===== config.mk =====
export PLATFORM = sky130hd
export DESIGN_NAME = scan_hold_bank
export DESIGN_NICKNAME = d
export VERILOG_FILES = /design/src/rtl/shb_pkg.sv /design/src/rtl/shb_chain.sv /design/src/rtl/shb_hold.sv /design/src/rtl/scan_hold_bank.sv
export SDC_FILE = /design/constraint.sdc
export NUM_CORES = 1
export LEC_CHECK = 0
export ABC_AREA = 1
export CORE_MARGIN = 2
export CORE_UTILIZATION = 44
export DETAILED_ROUTE_END_ITERATION = 10
export GPL_TIMING_DRIVEN = 0
export PLACE_DENSITY_LB_ADDON = 0.08
export REMOVE_ABC_BUFFERS = 1
export SLEW_MARGIN = 20
export SYNTH_ARGS = -nofsm -noshare
export SYNTH_HDL_FRONTEND = slang
export SYNTH_SLANG_ARGS = --single-unit

===== constraint.sdc =====
create_clock -name clk -period 0.86 [get_ports clk]
set_input_delay 0.172 -clock clk [delete_from_list [all_inputs] [get_ports clk]]
set_output_delay 0.172 -clock clk [all_outputs]
set_load 0.02 [all_outputs]

===== src/rtl/shb_pkg.sv =====
package shb_pkg;

    typedef enum logic {
        CAP_FUNC = 1'b0,
        CAP_SCAN = 1'b1
    } cap_sel_e;

endpackage


===== src/rtl/shb_chain.sv =====
module shb_chain
    import shb_pkg::*;
#(
    parameter int WIDTH = 8
) (
    input  logic             clk,
    input  logic             rst,
    input  cap_sel_e         sel,
    input  logic [WIDTH-1:0] din,
    input  logic             si,
    output logic [WIDTH-1:0] core_q,
    output logic [WIDTH-1:0] core_d
);

    typedef struct packed {
        logic [WIDTH-1:0] bits;
    } chain_t;

    chain_t st_d, st_q;
    logic [WIDTH-1:0] pick;

    // one 2:1 selector per cell; cell 0 takes the serial input
    for (genvar g = 0; g < WIDTH; g++) begin : g_cell
        if (g == 0) begin : g_head
            assign pick[g] = (sel == CAP_SCAN) ? si : din[g];
        end else begin : g_body
            assign pick[g] = (sel == CAP_SCAN) ? st_q.bits[g-1] : din[g];
        end
    end

    always_comb begin
        st_d = st_q;
        if (rst) begin
            st_d.bits = '0;
        end else begin
            st_d.bits = pick;
        end
    end

    always_ff @(posedge clk) begin
        st_q <= st_d;
    end

    assign core_q = st_q.bits;
    assign core_d = st_d.bits;

endmodule


===== src/rtl/shb_hold.sv =====
module shb_hold #(
    parameter int WIDTH = 8
) (
    input  logic             clk,
    input  logic             rst,
    input  logic             hold,
    input  logic [WIDTH-1:0] upd,
    output logic [WIDTH-1:0] shown
);

    typedef struct packed {
        logic [WIDTH-1:0] vis;
    } hold_t;

    hold_t st_d, st_q;

    always_comb begin
        st_d = st_q;
        if (rst) begin
            st_d.vis = '0;
        end else if (!hold) begin
            st_d.vis = upd;
        end
    end

    always_ff @(posedge clk) begin
        st_q <= st_d;
    end

    assign shown = st_q.vis;

endmodule


===== src/rtl/scan_hold_bank.sv =====
module scan_hold_bank
    import shb_pkg::*;
#(
    parameter int WIDTH = 8
) (
    input  logic             clk,
    input  logic             rst,
    input  logic             test_en,
    input  logic             hold,
    input  logic [WIDTH-1:0] din,
    input  logic             scan_in,
    output logic [WIDTH-1:0] dout,
    output logic             scan_out
);

    localparam int LAST = WIDTH - 1;

    cap_sel_e         sel;
    logic [WIDTH-1:0] core_q;
    logic [WIDTH-1:0] core_d;

    assign sel = test_en ? CAP_SCAN : CAP_FUNC;

    shb_chain #(.WIDTH(WIDTH)) u_chain (
        .clk    (clk),
        .rst    (rst),
        .sel    (sel),
        .din    (din),
        .si     (scan_in),
        .core_q (core_q),
        .core_d (core_d)
    );

    shb_hold #(.WIDTH(WIDTH)) u_hold (
        .clk   (clk),
        .rst   (rst),
        .hold  (hold),
        .upd   (core_d),
        .shown (dout)
    );

    assign scan_out = core_q[LAST];

endmodule


==> results, run 1 <==
- Summing internal, switching and leakage power gives 1.618 mW.
- The number of core rows is 14.
- Setup violations remaining at the end of the flow were counted as 9.
- The family with the most delay on the worst path is flip-flops.
- After synthesis, the share of flip-flops with an asynchronous set or reset is 0.
- The post-synthesis to final-layout area growth is 38.58%.
- The clock share of power is 0.300.
- The number of standard cells after synthesis is 86.
- The estimated wirelength of the detail-placed design is approximately 790 um.
- The Yosys step of the flow raised 0 warnings.
- The antenna diode count is 0.
- The die covers approximately 1900 sq um.
- The number of enable-type register cells in the synthesized netlist is 0.
- Of the available clock period, the critical path in the final layout requires 1.054.
- The type of the worst setup path is flip-flop to output pin.
- The first detailed-routing pass took 3 iterations.
- The register clock-pin slew on the reported worst setup and hold paths is 90 ps.
- At the end of the flow, the number of nets in the layout was between 100 and 150.
- The final critical delay including setup and external delays is 906.5 ps.
- The launch instance of the worst register-to-register path is u_chain.core_q[1].
- The run finished, with violations left.
- By count the netlist is led by sky130_fd_sc_hd__inv_1, sky130_fd_sc_hd__dfxtp_1, sky130_fd_sc_hd__nand2_1, sky130_fd_sc_hd__nand3_2, sky130_fd_sc_hd__o21ai_1.
- The share of post-route cells with drive strength above 1 is 0.3945.
- The achievable frequency is about 1100 MHz.
- The placed instances occupy a cell area of 907.1 sq um.
- The overall routed net length is 1214 um.
- The total clock buffers created by CTS is 3.
- The slew of the pin with the lowest slew margin is 453.0 ps.
- The clock reaches the later pin of the worst-skew pair after 270 ps.
- The placer's final routability congestion estimate is 0.6208.
- The via total after detailed routing is around 540.
- On the worst path, the slowest cell contributes a delay of 350 ps.
- The starting density of the core is 0.4693.
- In this run the number of cells on the critical path is 1.
- In this run the register-to-register setup slack is about 170 ps.
- The count of non-filler cells in the finished layout is 125.
- The largest net degree at the start of global routing is 17.
- Setup repair after global routing could not meet its margin everywhere.
- The endpoint required time on the critical path is slightly below 700 ps.
- Traced cell by cell, the critical path runs through buf_6.
- In this run the worst setup path begins at u_hold.shown[1].
- Counting both buffers and inverters, the worst setup path holds a total of 1.
- The die is 44.09 um wide.
- The most instantiated flip-flop cell in the synthesis netlist is sky130_fd_sc_hd__dfxtp_1.
- The switching component of the power is about 0.41 mW.
- The relative slew slack is 0.6980.
- Buffers placed on the I/O ports in this run total 21.
- The final global-route overflow total is 0.
- The TritonCTS clock tree is yes.
- Across every metal layer, demand over resource in global routing totals 0.1355.
- The final standard cell area without fillers is between 900 and 1000 sq um.
- The total count of max-transition violations in the final report is 0.
- The count of max-cap constraint violations is 0.
- Summed over all failing endpoints, the final setup total negative slack is -368.8 ps.
- The cell with the most instances after synthesis is sky130_fd_sc_hd__inv_1.
- The first global-routing pass estimated 1973 um of wire.
- VDD sags by at most 0.9659 mV.
- In the routed layout, each cell is associated on average with a via count of 4.344.
- In the routed design, unresolved DRC markers number 0.
- The checks that failed: setup timing.
- The internal portion of the total power is between 1 and 1.5 mW.
- Dividing total power by cell area gives a power density of 1651 nW/um^2.
- The cell taking the most area after synthesis is sky130_fd_sc_hd__dfxtp_1.
- The end of the worst register-to-register path is u_hold.shown[2].
- The boundary pin count is 22.
- In this run the worst path has a maximum fanout of 2.
- After synthesis, the netlist uses 14 different library cells.
- In this run the vertical extent of the chip is around 44 um.
- The combinational fraction of design power is 0.193.
- After detailed placement, the design holds a cell count of between 100 and 150.
- The number of storage elements in the synthesis netlist is 16.
- The most critical setup path has its endpoint at dout[1].
- Measured on the finished design, the core utilization comes to 0.6503.
- STA classifies the critical path endpoint as an output pin.
- Of the total power, the share spent switching nets is 0.2551.
- The mean instance size in the synthesized netlist is about 8.2 sq um.
- The antenna violation net count after detailed routing is 0.
- Measured in cells, the most critical reg-to-reg path has a length of 4.
- The cts-stage hold buffer count is 0.
- The via count of the first global-routing pass was 475.
- The H-tree depth is 1.
- The leakage power figure is 0.5103 nW.
- The tree is rooted in a sky130_fd_sc_hd__clkbuf_4.
- The share of total power dissipated in sequential elements is 0.506.
- After synthesis the cells add up to 706.9 sq um.
- The share of the Yosys chip area taken by registers is 0.4531.
- The path class of the tightest hold or removal check is input pin to flip-flop.
- For this design, the slowest cell found on the critical path is sky130_fd_sc_hd__dfxtp_2.
- Of the post-synthesis cell area, the dominant cell type holds 0.4531.
- Setup slack on the critical path of the routed design comes to -46.50 ps.
- The number of antenna violations at the first check in global routing is 0.
- No sink is reached through more buffers than the 2 on the longest clock path.
- The number of design-rule violations left by the first detailed-router iteration is 10.
- STA classifies the critical path startpoint as a flip-flop.
- The total core area is around 1500 sq um.
- By area the synthesized netlist is led by sky130_fd_sc_hd__dfxtp_1, sky130_fd_sc_hd__inv_1, sky130_fd_sc_hd__nand3_2.
- Dividing the detail-routed wire length by the instance count gives 9.712 um.
- The TritonCTS sink count is 16.
- The final number of hold-violating endpoints came to 0.
- The setup skew after layout is 0.6572 ps.
- The arrival time of data at the critical path endpoint is 730 ps.
## power by group through the flow
stage	registers [mW]	logic, mW	clock network (mW)
CTS	0.819	0.310	0.503
global placement	0.824	0.300	0
global route	0.826	0.343	0.543
detailed placement	0.826	0.303	0
floorplan	0.860	0.132	0
finish	0.819	0.313	0.486
## per-stage QoR
stage	hold WS [ps]	worst slack, ps
2_1_floorplan	361.5	141.1
3_3_place_gp	504.4	-514.9
3_5_place_dp	504.7	-515.4
4_1_cts	516.0	-55.92
5_1_grt	366.8	-88.09
6_report	359.3	-46.50
## final cells by class
| cell class | instances | area, sq um |
|---|---|---|
| fillers | 136 | 526.8 |
| flip-flops and latches | 16 | 331.6 |
| multi-input cells | 40 | 247.7 |
| repair buffers | 21 | 224.0 |
| inverters | 27 | 113.9 |
| clock buffers | 4 | 36.28 |
| well taps | 16 | 20.02 |
| repair inverters | 1 | 6.256 |
## worst min path at each step
stage | from | endpoint | slack, ps | cells past startpoint
5_1_grt | rst | u_chain.core_q[0] | 370 | 4
6_report | rst | u_chain.core_q[4] | 360 | 4
2_1_floorplan | test_en | u_chain.core_q[0] | 360 | 3
4_1_cts | din[0] | u_chain.core_q[0] | 520 | 5
3_3_place_gp | u_hold.shown[7] | u_hold.shown[7] | 500 | 2
3_5_place_dp | u_hold.shown[4] | u_hold.shown[4] | 500 | 2
## state kept, by name, indices dropped and copies added (netlist names)
signal          count
u_chain.core_q      8
u_hold.shown        8
## layer usage
layer / routed length, um / track usage / vias up / part of all wire
met1: 570 / 0.1804 / 227 / 0.47
met3: 63 / 0.02449 / 2 / 0.052
met5: 0 / 0 / - / 0
met4: 13 / 0.05455 / 0 / 0.011
li1: - / - / 302 / -
met2: 567 / 0.2176 / 12 / 0.47
## placed cells by master, fill, tap and decap left out, types with 4 or more instances in the layout
cell type and count:
sky130_fd_sc_hd__inv_1 24, sky130_fd_sc_hd__nand2_1 11, sky130_fd_sc_hd__clkdlybuf4s50_1 10, sky130_fd_sc_hd__buf_6 9
sky130_fd_sc_hd__dfxtp_2 9, sky130_fd_sc_hd__nand3_2 8, sky130_fd_sc_hd__o21ai_1 8, sky130_fd_sc_hd__dfxtp_1 7
sky130_fd_sc_hd__nand2_2 5, sky130_fd_sc_hd__a21oi_1 4, sky130_fd_sc_hd__a21oi_2 4
## timing repair
item / 4_1_cts / 5_1_grt
gates resized for setup: 65 / 6
setup endpoints to repair: 25 / 15
buffers inserted: 0 / 0
cloned: 0 / 1
## logic make-up after synthesis
family                 Yosys count  share of synthesized area
and+or+nand+nor                 24                     0.2159
buffers and inverters           30                     0.1965
AOI/OAI and AO/OA               16                     0.1345
DFF                             16                     0.4531
Note: power is estimated with default switching activity, not from simulation.
==> run 2: changes to the inputs <==
SKIP_LAST_GASP = 1   (was not set)
==> results of run 2 <==
No change in the layout: final DEF, timing and power equal those of run 1.
Main changes from that run: number of gates resized after CTS 65 -> 61
==> run 3: changes to the inputs <==
RECOVER_POWER = 100   (was not set)
==> results, run 3 (synthesis results as in run 1) <==
- The power per cell area is 1699 nW/um^2.
- Setup slack on the worst reg-to-reg path comes out at 160 ps.
- The period utilization is 1.060.
- Entering global routing, the biggest net connects 17 pins.
- The overall routed net length is 1229 um.
- The critical path goes through buf_6.
- The width of the die is 44.09 um.
- The tool flagged a number of max-cap violations equal to 0.
- The tightest hold path in the finished design has a slack of 351.6 ps.
- TritonCTS built the clock tree.
- The detailed router placed 543 vias in this run.
- The die is 44.09 um tall.
- The leakage power figure is about 0.5 nW.
- Clock-pin slew was measured on the worst setup and hold paths at 100 ps.
- CTS built an H-tree with a depth of 1.
- Based on the critical path, the design can be clocked at up to 1097 MHz.
- Buffers inserted to repair hold after CTS numbered 0.
- In this run the remaining antenna-violating nets after routing total 0.
- The clock latency on the worst-skew pair is 280 ps.
- The checks that failed: setup timing.
- The final standard cell area without fillers is 944.7 sq um.
- The cell at the slowest stage of the critical path is sky130_fd_sc_hd__dfxtp_2.
- The floorplan step defined a die boundary enclosing about 1900 sq um.
- STA classifies the critical path endpoint as an output pin.
- The worst pin sits at a relative slew slack of 0.7079.
- The starting density of the core is 0.4693.
- For this run, the post-layout net count is 123.
- At the end of routability-driven placement, the weighted congestion stood at 0.6208.
- The worst voltage drop across the vdd grid is 0.9565 mV.
- The first global-routing pass estimated around 2000 um of wire.
- For the worst setup path, the data required time is 690 ps.
- For this run, the slowest stage of the critical path takes 350 ps.
- In this run the core area contains 14 standard-cell rows.
- In this run the worst path has a maximum fanout of 2.
- Fill cells in the final layout number 146.
- The number of design-rule violations left by the first detailed-router iteration is 16.
- The total core area is 1506 sq um.
- During I/O placement, the number of pins put on the boundary was 22.
- The total count of max-transition violations in the final report is 0.
- For the pin with the worst max-slew slack, the measured transition is about 440 ps.
- The post-CTS setup buffer count is 0.
- Measured on the finished design, the core utilization comes to 0.6271.
- In the layout the commonest cells are sky130_fd_sc_hd__inv_1, sky130_fd_sc_hd__nand2_1, sky130_fd_sc_hd__clkdlybuf4s50_1.
- The clock share of power is 0.305.
- The total of buffers placed on input and output ports is 21.
- The DRC violation count after routing is 0.
- The number of buffer and inverter instances along the worst setup path is 1.
- The type of the worst setup path is flip-flop to output pin.
- The internal power is approximately 1.2 mW.
- The family with the most delay on the worst path is flip-flops.
- The post-synthesis to final-layout area growth is 33.63%.
- At the worst endpoint, the arrival time is 740 ps.
- The switching part of the total is 0.2529.
- The clock root buffer master is sky130_fd_sc_hd__clkbuf_4.
- The post-route worst setup slack is -51.62 ps.
- The run finished, with violations left.
- The final number of hold-violating endpoints is 0.
- Counting along the longest clock path gives a buffer depth of 2.
- The average wire per cell in the routed design is ~9.8 um.
- For this run, the total global-route usage over all layers was measured as 0.1355.
- The average vias per placed instance is 4.344.
- Setup violations remaining at the end of the flow were counted as 9.
- Once detailed placement completed, the half-perimeter wirelength came to 794.6 um.
- The TritonCTS sink count is 16.
- The total clock buffers created by CTS is 3.
- The worst hold path belongs to the class input pin to flip-flop.
- Leaving out fill and tap cells, the most frequent cell in the layout is sky130_fd_sc_hd__inv_1.
- Summed over all layers, the global routing overflow is 0.
- 0 antenna diodes ended up in the layout.
- Setup repair after global routing could not meet its margin everywhere.
- The critical path startpoint category is a flip-flop.
- The combinational fraction of design power is 0.185.
- The instance area at placement is ~910 sq um.
- The share of total power in sequential cells is 0.510.
- The final critical delay including setup and external delays is 911.6 ps.
- In the final layout, the share of cells above drive strength 1 is 0.3211.
- The analysis attributes to net switching a power of 0.4060 mW.
- The via count of the first global-routing pass is 475.
- Between clock sinks in the finished design, the worst skew comes to 2.856 ps.
- The number of search-and-repair iterations in the first detailed-routing pass is 4.
- The number of antenna violations at the first check in global routing is 0.
## run 3: changes by cell type in the layout (fill, tap and decap cells not counted), sizes merged
| cell | before | now |
|---|---|---|
| dlygate4sd2 | 0 | 1 |
| clkdlybuf4s15 | 1 | 0 |
## run 3: worst paths after layout
path                                         from                end  cells after the start
worst min register to register    u_hold.shown[4]    u_hold.shown[4]                      2
worst min-delay path                          rst  u_chain.core_q[4]                      4
worst max register to register  u_chain.core_q[1]    u_hold.shown[2]                      4
worst max-delay path              u_hold.shown[1]            dout[1]                      1
## run 3: power groups by stage
stage / clock [mW] / combinational (mW) / sequential [mW]
6_report: 0.489 / 0.297 / 0.819
5_1_grt: 0.543 / 0.328 / 0.826
4_1_cts: 0.503 / 0.309 / 0.818
3_5_place_dp: 0 / 0.303 / 0.826
3_3_place_gp: 0 / 0.300 / 0.824
2_1_floorplan: 0 / 0.132 / 0.860
## run 3: metal layers
metal / track usage / wire length [um] / vias up
met5: 0 / 0 / -
met4: 0.05455 / 0 / 0
met3: 0.02449 / 57 / 0
met2: 0.2176 / 591 / 14
met1: 0.1804 / 580 / 225
li1: - / - / 304
## run 3: stage by stage
step	power [mW]	TNS, ps	instances	setup WS (ps)
2_1_floorplan	0.9916	0	83	141.1
3_3_place_gp	1.125	-9444	120	-514.9
3_5_place_dp	1.129	-9529	120	-515.4
4_1_cts	1.630	-607.0	124	-206.3
5_1_grt	1.697	-796.6	125	-88.09
6_report	1.605	-389.5	125	-51.62
## run 3: cell type report
type | instances | area [sq um] | share of cell area
Clock buffer | 4 | 36.28 | 0.03841
Sequential cell | 16 | 331.6 | 0.3510
Tap cell | 16 | 20.02 | 0.02119
Timing Repair Buffer | 21 | 222.7 | 0.2358
Inverter | 27 | 113.9 | 0.1205
Multi-Input combinational cell | 40 | 214.0 | 0.2265
Timing Repair inverter | 1 | 6.256 | 0.006623
## run 3: repair_timing
| item | in CTS | in global routing |
|---|---|---|
| cloned | 0 | 1 |
| resized for setup | 61 | 10 |
| endpoints found under the setup margin | 25 | 15 |
